### src/rtl/addr_pkg.sv
package addr_pkg;
  localparam int BYTE_W = 8;
  localparam int ADDR_W = 5;
  localparam int CNT_W  = $clog2(BYTE_W + 1);

  localparam logic [BYTE_W-2:0] BCAST_TAG = 7'b0100000;
  localparam logic [1:0]        HELLO_TAG = 2'b11;
  localparam logic [1:0]        WRDEV_TAG = 2'b10;

  typedef enum logic [2:0] {
    CLS_NONE   = 3'd0,
    CLS_BREAD  = 3'd1,
    CLS_BWRITE = 3'd2,
    CLS_HELLO  = 3'd3,
    CLS_WRDEV  = 3'd4
  } addrClass_e;

  typedef enum logic [2:0] {
    ST_IDLE,
    ST_ADDR,
    ST_ACK,
    ST_NACK,
    ST_SKIP
  } ctrlState_e;

  typedef struct packed {
    logic start;
    logic stop;
    logic sclRise;
    logic sclFall;
  } busEvt_t;

  typedef struct packed {
    logic clrShift;
    logic shiftBit;
    logic capture;
  } ctrlStrobe_t;
endpackage

### src/rtl/line_filter.sv
module line_filter #(
  parameter int   FILT_LEN  = 3,
  parameter logic RESET_VAL = 1'b1
) (
  input  logic clk,
  input  logic rstN,
  input  logic rawIn,
  output logic filtOut
);
  localparam int CW = $clog2(FILT_LEN + 1);
  localparam logic [CW-1:0] LIMIT = CW'(FILT_LEN - 1);

  logic syncA, syncB;
  logic [CW-1:0] runCnt;

  // two-flop synchroniser
  always_ff @(posedge clk or negedge rstN) begin
    if (!rstN) begin
      syncA <= RESET_VAL;
      syncB <= RESET_VAL;
    end else begin
      syncA <= rawIn;
      syncB <= syncA;
    end
  end

  // level changes only after FILT_LEN consecutive differing samples
  always_ff @(posedge clk or negedge rstN) begin
    if (!rstN) begin
      runCnt  <= '0;
      filtOut <= RESET_VAL;
    end else if (syncB == filtOut) begin
      runCnt <= '0;
    end else if (runCnt == LIMIT) begin
      runCnt  <= '0;
      filtOut <= syncB;
    end else begin
      runCnt <= runCnt + 1'b1;
    end
  end
endmodule

### src/rtl/addr_datapath.sv
module addr_datapath
  import addr_pkg::*;
(
  input  logic              clk,
  input  logic              rstN,
  input  logic              sclFilt,
  input  logic              sdaFilt,
  input  logic [ADDR_W-1:0] localAddr,
  input  ctrlStrobe_t       strobe,
  output busEvt_t           evt,
  output logic              byteDone,
  output logic              ackWanted,
  output logic [2:0]        classCode,
  output logic [BYTE_W-1:0] rxByte
);
  logic sclPrev, sdaPrev;
  logic [BYTE_W-1:0] shiftReg;
  logic [CNT_W-1:0]  bitCnt;
  logic [ADDR_W-1:0] addrField;
  addrClass_e        cls;

  // previous filtered levels, idle bus is high
  always_ff @(posedge clk or negedge rstN) begin
    if (!rstN) begin
      sclPrev <= 1'b1;
      sdaPrev <= 1'b1;
    end else begin
      sclPrev <= sclFilt;
      sdaPrev <= sdaFilt;
    end
  end

  always_comb begin
    evt.start   = sclPrev && sclFilt && sdaPrev && !sdaFilt;
    evt.stop    = sclPrev && sclFilt && !sdaPrev && sdaFilt;
    evt.sclRise = !sclPrev && sclFilt;
    evt.sclFall = sclPrev && !sclFilt;
  end

  // bit collection, MSB first
  always_ff @(posedge clk or negedge rstN) begin
    if (!rstN) begin
      shiftReg <= '0;
      bitCnt   <= '0;
    end else if (strobe.clrShift) begin
      shiftReg <= '0;
      bitCnt   <= '0;
    end else if (strobe.shiftBit) begin
      shiftReg <= {shiftReg[BYTE_W-2:0], sdaFilt};
      bitCnt   <= bitCnt + 1'b1;
    end
  end

  assign byteDone = (bitCnt == CNT_W'(BYTE_W));

  // node address travels reversed: lowest address bit sits highest
  for (genvar gi = 0; gi < ADDR_W; gi++) begin : g_rev
    assign addrField[gi] = shiftReg[ADDR_W - gi];
  end

  always_comb begin
    cls = CLS_NONE;
    if (shiftReg[BYTE_W-1:1] == BCAST_TAG) begin
      cls = shiftReg[0] ? CLS_BREAD : CLS_BWRITE;
    end else if (!shiftReg[0]) begin
      if (shiftReg[BYTE_W-1 -: 2] == HELLO_TAG) begin
        cls = CLS_HELLO;
      end else if (shiftReg[BYTE_W-1 -: 2] == WRDEV_TAG && addrField == localAddr) begin
        cls = CLS_WRDEV;
      end
    end
  end

  assign ackWanted = (cls != CLS_NONE);

  always_ff @(posedge clk or negedge rstN) begin
    if (!rstN) begin
      classCode <= CLS_NONE;
      rxByte    <= '0;
    end else if (strobe.capture) begin
      classCode <= cls;
      rxByte    <= shiftReg;
    end
  end
endmodule

### src/rtl/addr_control.sv
module addr_control
  import addr_pkg::*;
(
  input  logic        clk,
  input  logic        rstN,
  input  busEvt_t     evt,
  input  logic        byteDone,
  input  logic        ackWanted,
  output ctrlStrobe_t strobe,
  output logic        sdaDriveLow,
  output logic        busBusy,
  output logic        classValid
);
  ctrlState_e state, stateNext;

  always_comb begin
    stateNext       = state;
    strobe          = '0;
    if (evt.start) begin
      stateNext       = ST_ADDR;
      strobe.clrShift = 1'b1;
    end else if (evt.stop) begin
      stateNext = ST_IDLE;
    end else begin
      unique case (state)
        ST_ADDR: begin
          if (evt.sclRise && !byteDone) begin
            strobe.shiftBit = 1'b1;
          end else if (evt.sclFall && byteDone) begin
            stateNext = ackWanted ? ST_ACK : ST_NACK;
          end
        end
        ST_ACK, ST_NACK: begin
          if (evt.sclFall) begin
            strobe.capture = 1'b1;
            stateNext      = ST_SKIP;
          end
        end
        default: stateNext = state;
      endcase
    end
  end

  always_ff @(posedge clk or negedge rstN) begin
    if (!rstN) begin
      state       <= ST_IDLE;
      busBusy     <= 1'b0;
      sdaDriveLow <= 1'b0;
      classValid  <= 1'b0;
    end else begin
      state       <= stateNext;
      sdaDriveLow <= (stateNext == ST_ACK);
      classValid  <= strobe.capture;
      if (evt.start) begin
        busBusy <= 1'b1;
      end else if (evt.stop) begin
        busBusy <= 1'b0;
      end
    end
  end
endmodule

### src/rtl/chain_addr_slave.sv
module chain_addr_slave
  import addr_pkg::*;
#(
  parameter int FILT_LEN = 3
) (
  input  logic              clk,
  input  logic              rstN,
  input  logic              sclIn,
  input  logic              sdaIn,
  input  logic [ADDR_W-1:0] localAddr,
  output logic              sdaDriveLow,
  output logic              busBusy,
  output logic              classValid,
  output logic [2:0]        classCode,
  output logic [BYTE_W-1:0] rxByte
);
  localparam int NLINES = 2;

  logic [NLINES-1:0] rawLines, filtLines;
  logic sclFilt, sdaFilt;
  busEvt_t     evt;
  ctrlStrobe_t strobe;
  logic byteDone, ackWanted;

  assign rawLines = {sdaIn, sclIn};

  for (genvar li = 0; li < NLINES; li++) begin : g_filt
    line_filter #(.FILT_LEN(FILT_LEN), .RESET_VAL(1'b1)) u_filt (
      .clk(clk), .rstN(rstN), .rawIn(rawLines[li]), .filtOut(filtLines[li])
    );
  end

  assign sclFilt = filtLines[0];
  assign sdaFilt = filtLines[1];

  addr_datapath u_dp (
    .clk(clk), .rstN(rstN), .sclFilt(sclFilt), .sdaFilt(sdaFilt),
    .localAddr(localAddr), .strobe(strobe), .evt(evt), .byteDone(byteDone),
    .ackWanted(ackWanted), .classCode(classCode), .rxByte(rxByte)
  );

  addr_control u_ctl (
    .clk(clk), .rstN(rstN), .evt(evt), .byteDone(byteDone), .ackWanted(ackWanted),
    .strobe(strobe), .sdaDriveLow(sdaDriveLow), .busBusy(busBusy),
    .classValid(classValid)
  );
endmodule

### config.mk
export PLATFORM = sky130hd
export DESIGN_NAME = chain_addr_slave
export DESIGN_NICKNAME = d
export VERILOG_FILES = /design/src/rtl/addr_pkg.sv /design/src/rtl/line_filter.sv /design/src/rtl/addr_datapath.sv /design/src/rtl/addr_control.sv /design/src/rtl/chain_addr_slave.sv
export SDC_FILE = /design/constraint.sdc
export NUM_CORES = 1
export LEC_CHECK = 0
export CORE_MARGIN = 5
export CORE_UTILIZATION = 40
export CTS_BUF_LIST = sky130_fd_sc_hd__clkbuf_16
export CTS_CLUSTER_DIAMETER = 80
export DETAILED_ROUTE_END_ITERATION = 12
export HOLD_SLACK_MARGIN = 0.15
export PLACE_DENSITY = 0.7
export SLEW_MARGIN = 10
export SYNTH_ARGS = -nofsm -noshare
export SYNTH_HDL_FRONTEND = slang
export SYNTH_SLANG_ARGS = --single-unit
### constraint.sdc
create_clock -name clk -period 3.3 [get_ports clk]
set_input_delay 0.33 -clock clk [delete_from_list [all_inputs] [get_ports clk]]
set_output_delay 0.33 -clock clk [all_outputs]
set_load 0.05 [all_outputs]
======== Word level (Yosys, flattened, before mapping) ========
Cells that the tools add are included.
cells by class
  eq/ne operators ......................... 13
  $add $sub $neg .......................... 3
  reductions and logical operators ........ 21
  bitwise logic cells ..................... 2
  mux-type cells .......................... 29
operator list
  operator                                        number
  2-to-1 mux 3 bit                                9
  2-to-1 mux 8 bit                                2
  2-to-1 mux 2 bit                                7
  logical AND 1 bit                               10
  == test 3 x 2 -> 1 bit (second input constant)  3
  == test 2 bit (second input constant)           4
  2-to-1 mux 1 bit                                8
  2-to-1 mux 4 bit                                2
  == test 7 x 6 -> 1 bit (second input constant)  1
  one-hot mux 3 bit (2 select lines)              1
  == test 5 bit                                   1
  zero test 1 bit                                 5
  adder 2 x 1 -> 2 bit (second input constant)    2
  adder 4 x 1 -> 4 bit (second input constant)    1
  == test 4 bit (second input constant)           1
  AND reduction 2 bit                             2
  nonzero test 2 bit                              2
  == test 3 x 1 -> 1 bit (second input constant)  1
  nonzero test 3 bit                              1
  == test 1 bit                                   2
  NOT 1 bit                                       2
  OR reduction 2 bit                              1
storage, ports and cells
  input bits .............................. 9
  register bits after elaboration ......... 41
  word-level logic and storage cells ...... 86

======== Depth between registers and ports, before layout ========
Gate-level depths: netlist of run 1.
  depth in word-level cells ............... 14
  gate-level depth with buffers ........... 6
  mapped depth without buffers ............ 6

======== Modules after synthesis ========
Synthesis of run 1 repeated with hierarchy kept, for this count alone.
second synthesis, totals
  cells, all modules ...................... 144
  area, all modules ....................... 1766.7 sq um
modules (own cells, without submodules)
  module         area each (sq um)  instances  cells an instance
  addr_datapath  1129.8             1          98
  line_filter    178.9              2          10
  addr_control   279.0              1          26

======== Worst setup path before layout of run 1 ========
Ideal clock, no wire load.
  kind .................................... register -> register
  from .................................... reg u_dp.sclPrev
  to ...................................... reg u_ctl.state[0]
  stages on the path, launching flop included .. 7
  library setup time ...................... 0.124 ns
  path slack .............................. 1.664 ns
  data arrival time ....................... 1.512 ns
  clock period less this slack ............ 1.636 ns
  buffers on the path ..................... 1
  cells stage by stage .................... dfstp_2 > nand2b_4 > or3b_1 > buf_6 > clkinv_8 > a211oi_2 > a211o_1
between the ends
  cells in the longest elaborated chain, start to end .. 7
ends and longest elaborated chain
  element                                                line                                      source
  start: declaration                                     addr_datapath.sv:16                       logic sclPrev, sdaPrev;
  start signal: assignment                               addr_datapath.sv:28                       sclPrev <= sclFilt;
  logical AND 1 bit or zero test 1 bit (tied branches)   addr_datapath.sv:37, addr_datapath.sv:36
  logical AND 1 bit (on tied branches)                   addr_control.sv:29, addr_datapath.sv:36
  2-to-1 mux 3 bit or logical AND 1 bit (tied branches)  addr_control.sv:29, addr_control.sv:27
  2-to-1 mux 3 bit                                       addr_control.sv:27                        if (evt.sclRise && !byteDone) begin
  one-hot mux 3 bit (2 select lines)                     addr_control.sv:25                        unique case (state)
  2-to-1 mux 3 bit                                       addr_control.sv:22                        end else if (evt.stop) begin
  2-to-1 mux 3 bit *                                     addr_control.sv:19                        if (evt.start) begin
  via u_ctl.stateNext[0]                                 addr_control.sv:14                        ctrlState_e state, stateNext;
  end signal: assignment                                 addr_control.sv:51                        state <= stateNext;
  end: declaration                                       addr_control.sv:14
The timed path passes the listed nets; every way through them passes the cells marked *.
A chain may end at the register's enable or synchronous reset.

======== Final worst setup path of run 1 ========
Same ends and word-level chain as after synthesis.

==> metrics.txt, run 1 <==
Reg2Reg Depth 5; Post-synth EDFFs 0; crit end category flip-flop; first-pass GRT wire length 5.457 mm; post-layout min period 1.910 ns; DP HPWL 2.234 mm; CTS H-tree lvls 2; 1st-iter DRT viols 78; Num CTS Buffers 5; Synth Cell Area 0.001807 sq mm; First-pass DRT Iterations 4; RSZ-0062 raised after global routing no; Area contributors post-synth dfrtp_1 (46%), dfstp_2 (12%), nand2_1 (6.6%), mux2i_1 (5.0%), nor2_1 (3.3%); Worst Hold Margin 0.1743 ns; synth unique cells 36; post-synthesis mux area share 5.609%; Filler Cell Count 382; Diodes inserted 0; Yosys top cell area share 45.71%; Synth Area in Adders 1.385%; total track usage 11.27%; HP Class in -> async; Crit path required time 3.47 ns; async set-reset flop share out of synthesis 100.0%; antenna violations before repair 0; delay-heaviest family, CP simple AND/OR/NAND/NOR gates; flops & latches, synth 41; clk root buf clkbuf_16; M3 GR Usage 3.630%; peak fanout along the critical path 14; Critical Path Start Type flip-flop; vias in the first global route 1192; syn nets 178; final core occ 51.32%; floorplan row count 24; crit path DAT 2.07 ns; Yosys top cell by area dfrtp_1; drt via density 4.939; Setup Skew 0.004259 ns; Slew Viols, Final 0; Pwr Density 868.0 mW/mm^2; via count 1215; leakage 1.005 nW; met2 track utilization from global routing 17.09%; R2R Path Start u_dp.sclPrev; layout overhead on the synthesized area 23.68%; main combinational cell family by area after synthesis simple AND/OR/NAND/NOR gates; Rel. slew slack 41.06%; Worst VDD drop 0.0003445 V; clk sinks 41; Mapped Cells 167; remaining antenna violation count 0; final-report hold violation count 0; Setup Viol. Count Final 0; M1 GR Usage 14.95%; Most used DFF post-synth dfrtp_1; period utilisation layout 57.87%; Layout Nets 204; worst path cell trace nand2b_4 -> or3b_1 -> clkinv_8 -> a211oi_2 -> a211o_1; Skew-Pair Late Insertion Delay 0.28 ns; Post-Synth XOR/XNOR Area 4.363%; Congestion Overflow GR 0; Setup TNS 0 ns; GRT busiest layer met2; routed wire length 3.211 mm; Die X 77.21 um; Post-CTS Hold Fix Bufs 0; CTS tree yes; Seq/Total Area, Yosys 57.34%; DR DRC count 0; status complete, no violations; number of port buffers 22; Ys Warns 0; routed wire length per instance 13.05 um; Clock transition at path regs 0.06 ns; post-cts resize count 0; share of cells above drive strength 1 12.89%; r2r setup slk 1.39 ns; Crit path buffers/inverters 1; critical path's slowest cell or3b_1; Post-CTS Setup Bufs 0; most common cell after layout, fill and taps aside dfrtp_1; commonest non-fill, non-tap cells in the layout dfrtp_1 (33), nand2_1 (32), clkdlybuf4s50_1 (21); reg2reg end u_ctl.state[0]; Worst-Margin Slew 0.8840 ns; Max Cap Viol 0; boundary pin count 23; Synth Area in Simple Gates 19.32%; Die ar. 0.005961 sq mm; Peak Freq 0.5236 GHz; max incr delay on CP 0.63 ns; Placer Congestion 0.7581; die height 77.21 um; Worst Slack Setup Final 1.390 ns; post-synthesis compound-gate area fraction 7.964%; Crit Path Category reg -> reg; Worst path depth 5; largest net degree at the start of global routing 42; Starting Density 41.49%; Avg Inst Size Synth 10.82 sq um; Clock Tree Buf Depth 2; worst slack, placed 1.406 ns; Core ar. 0.004354 sq mm
## registers in the layout, indices dropped and copies added (netlist names)
name and cells:
g_filt.u_filt.runCnt 4, u_ctl.busBusy 1, u_dp.sdaPrev 1, u_dp.sclPrev 1
u_dp.shiftReg 8, g_filt.u_filt.syncB 2, u_ctl.sdaDriveLow 1, u_dp.rxByte 8
g_filt.u_filt.syncA 2, g_filt.u_filt.filtOut 2, u_dp.bitCnt 4, u_ctl.classValid 1
u_ctl.state 3, u_dp.classCode 3
## stage by stage
stage,power (W),instance area (sq um),std cells
global route,0.002065,2235,246
floorplan,0.001254,1807,167
detailed placement,0.001412,2068,238
global placement,0.001398,2068,238
CTS,0.001963,2235,246
finish,0.001940,2235,246
## per-layer routing
| layer | routed length, um | up-vias |
|---|---|---|
| met5 | 0 | - |
| met4 | 19 | 0 |
| met3 | 130 | 2 |
| met2 | 1462 | 20 |
| met1 | 1599 | 578 |
| li1 | - | 615 |
## power breakdown
part           internal (W)  total [W]  switching (W)
Combinational      0.000260   0.000574       0.000315
Sequential         0.000662   0.000827       0.000165
Clock              0.000354   0.000538       0.000185
Total               0.00128    0.00194       0.000664
## kinds of logic after synthesis
group           after synthesis
simple gates                 72
mux                          10
buf+inv                      12
flops                        41
fa+ha+maj                     2
xor+xnor                      9
compound gates               21
## cells in the mapped netlist, drive strengths merged (3+ instances only)
master and count:
inv 6, nand2b 5, nand2 32, nor3b 3, dfstp 8, dfrtp 33
clkbuf 3, o21ai 6, a21oi 6, nor3 5, xor2 5, nor2 16
mux2i 9, xnor2 4
## worst reg2reg max path, cell delays in order, from the launching register on
cell and delay (ns):
dfstp_2 0.59, nand2b_4 0.08, or3b_1 0.63, clkinv_8 0.15, a211oi_2 0.05, a211o_1 0.30
## layout make-up
| cell class | instances | area [sq um] | area share (%) |
|---|---|---|---|
| clock buffers | 5 | 125.1 | 5.599 |
| clock inverters | 3 | 41.29 | 1.848 |
| inverters | 7 | 38.79 | 1.736 |
| multi-input cells | 114 | 698.2 | 31.24 |
| flip-flops and latches | 41 | 1036 | 46.36 |
| well taps | 52 | 65.06 | 2.912 |
| repair buffers | 24 | 230.2 | 10.30 |
## how the worst max path moves through the flow
stage,from,end,slack (ns)
global route,u_dp.sclPrev,u_ctl.state[0],1.31
floorplan,u_dp.sclPrev,u_ctl.state[0],1.66
finish,u_dp.sclPrev,u_ctl.state[0],1.39
global placement,u_dp.sclPrev,u_ctl.state[0],1.45
CTS,u_dp.sclPrev,u_ctl.state[0],1.40
detailed placement,u_dp.sclPrev,u_ctl.state[0],1.41
(Power assumes the default switching activity.)
==> run 2: changes to the inputs <==
- PLACE_DENSITY: 0.7 -> 0.72
- clock period: 3.3 -> 1.5 ns (I/O delays scaled with it)
==> run 2 against run 1 <==
Net effect:
- the run now ends with setup timing left
- critical path depth unchanged
- largest power group is now combinational logic
- core utilization up 11 points
- critical path type unchanged
- clock-buffer cell count is the same
- clock power up 91%
- flip-flop and latch count is the same
- hold slack better by 0.099 ns
- worst setup slack worse by 1.5 ns
- cell count rose by 15%
- fmax rose by 16%
- largest cell class unchanged
==> metrics.txt, run 2 (same netlist as run 1, synthesis figures left out) <==
Clk pwr share 20.7% (-7.1 points); Die X 77.21 um (unchanged); final-report hold violation count 0 (unchanged); DP HPWL 2.572 mm (+15%); leakage 1.279 nW (+27%); 1st-iter DRT viols 109 (+40%); sw power 0.001812 W (+170%); sequential share of power 35.5% (-7.1 points); Setup Skew 0.002535 ns (-0.001724 ns); Peak Freq 0.6080 GHz (+16%); Crit path required time 1.66 ns (-1.81 ns); Setup Viol. Count Final 21 (+21); Skew-Pair Late Insertion Delay 0.28 ns (about the same); most common cell after layout, fill and taps aside buf_4; Comb power frac 43.8% (+14 points); antenna violations before repair 0 (unchanged); post-layout min period 1.645 ns (-0.2651 ns); Pwr Density 1846 mW/mm^2 (+110%); RSZ-0062 raised after global routing yes; Critical Path Start Type flip-flop; crit path DAT 1.81 ns (-0.26 ns); Setup TNS -1.618 ns (-1.618 ns); DR DRC count 0 (unchanged); Starting Density 41.49% (unchanged); Clock transition at path regs 0.06 ns (about the same); First-pass DRT Iterations 4 (unchanged); Die ar. 0.005961 sq mm (unchanged); clk sinks 41 (unchanged); Worst VDD drop 0.0007992 V (+130%); Congestion Overflow GR 0 (unchanged); layout overhead on the synthesized area 49.24%; Max Cap Viol 0 (unchanged); Crit Path Category reg -> reg; floorplan row count 24 (unchanged); Core ar. 0.004354 sq mm (unchanged); Worst-Margin Slew 0.4513 ns (-0.4327 ns); largest net degree at the start of global routing 24 (-43%); largest registers u_dp.rxByte x8, u_dp.shiftReg x8; Num CTS Buffers 5 (unchanged); status complete, but fails checks; Rel. slew slack 69.91% (+29 points); commonest non-fill, non-tap cells in the layout buf_4 (40), dfrtp_1 (32), nand2_1 (18); crit end category flip-flop; period utilisation layout 109.7% (+52 points); remaining antenna violation count 0 (unchanged); boundary pin count 23 (unchanged); via count 1414 (+16%); share of cells above drive strength 1 45.89% (+33 points); HP Class in -> reg; total track usage 13.72% (+2.4 points); vias in the first global route 1374 (+15%); number of port buffers 22 (unchanged); Clock Tree Buf Depth 2 (unchanged); Worst Slack Setup Final -0.1448 ns (-1.535 ns); clk root buf clkbuf_16; peak fanout along the critical path 3 (-11); Placer Congestion 0.8033 (+6.0%); routed wire length 4.336 mm (+35%); first-pass GRT wire length 6.541 mm (+20%); CTS tree yes; Sw Ratio 36.41% (+2.2 points); die height 77.21 um (unchanged); Diodes inserted 0 (unchanged); Internal Power 0.003165 W (+150%); Layout Nets 241 (+18%); Tot Pwr 0.004978 W (+160%); routed wire length per instance 15.32 um (+17%); drt via density 4.996 (+1.2%); failing checks setup timing; Slew Viols, Final 0 (unchanged); CTS H-tree lvls 2 (unchanged); worst slack, placed -0.1494 ns (-1.556 ns)
==> run 2: cell types whose count changed in the layout (fill, tap and decap cells not counted), sizes merged <==
| cell | previous run | this run |
|---|---|---|
| dlygate4sd3 | 0 | 1 |
| clkbuf | 5 | 6 |
| buf | 3 | 52 |
| clkdlybuf4s50 | 21 | 7 |
| clkinv | 2 | 3 |
| bufinv | 1 | 0 |
==> run 2: per-stage QoR <==
| stage | hold slack (ns) | std cells | cell area (sq um) | util [%] |
|---|---|---|---|---|
| after global routing | 0.2621 | 283 | 2696 | 61.93 |
| after floorplan | -0.1456 | 167 | 1810 | - |
| final | 0.2731 | 283 | 2696 | 61.93 |
| after CTS | 0.2669 | 275 | 2456 | 56.41 |
| after global placement | 0.1154 | 263 | 2246 | 51.58 |
| after detailed placement | 0.1258 | 263 | 2246 | 51.58 |
==> run 2: power groups by stage <==
| stage | clock [W] | combinational (W) | sequential, W |
|---|---|---|---|
| 3_3_place_gp | 0 | 0.00167 | 0.00172 |
| 5_1_grt | 0.00110 | 0.00237 | 0.00181 |
| 3_5_place_dp | 0 | 0.00170 | 0.00174 |
| 2_1_floorplan | 0 | 0.000860 | 0.00190 |
| 4_1_cts | 0.00105 | 0.00181 | 0.00172 |
| 6_report | 0.00103 | 0.00218 | 0.00177 |
==> run 2: final timing paths <==
path	start	endpoint	slack, ns	cells after the start
max reg2reg	u_dp.sclPrev	u_ctl.state[0]	-0.14	5
min reg2reg	g_filt[0].u_filt.syncA	g_filt[0].u_filt.syncB	0.35	0
min in group asynchronous	rstN	g_filt[1].u_filt.runCnt[0]	0.35	2
min	sdaIn	g_filt[1].u_filt.syncA	0.27	1
max in group asynchronous	rstN	g_filt[1].u_filt.filtOut	0.60	3
max	u_dp.sclPrev	u_ctl.state[0]	-0.14	5
==> run 2: cell type report <==
cell class	count	area, sq um
Clock buffer	5	125.1
Clock inverter	3	17.52
Fill cell	309	1658
Inverter	7	38.79
Multi-Input combinational cell	114	857.1
Sequential cell	41	1037
Tap cell	52	65.06
Timing Repair Buffer	61	555.5
==> run 2: what timing repair did <==
action	4_1_cts	5_1_grt
buffers inserted	3	6
hold endpoints to repair	15	0
hold buffers	1	0
pin swaps	4	22
gates resized for setup	11	40
gates cloned	0	2
setup endpoints to repair	24	25
==> run 2: worst max-delay path: stages (launching register included) <==
cell      delay (ns)
dfstp_2         0.56
nand2b_4        0.06
or3b_4          0.46
clkinv_8        0.08
a211oi_2        0.04
a211o_1         0.32
==> run 2: routing by layer <==
layer	part of all wire, %	global-route usage, %
met4	1.1	5.326
met1	43	17.91
met2	52	21.04
met3	3.4	4.450
met5	0	0
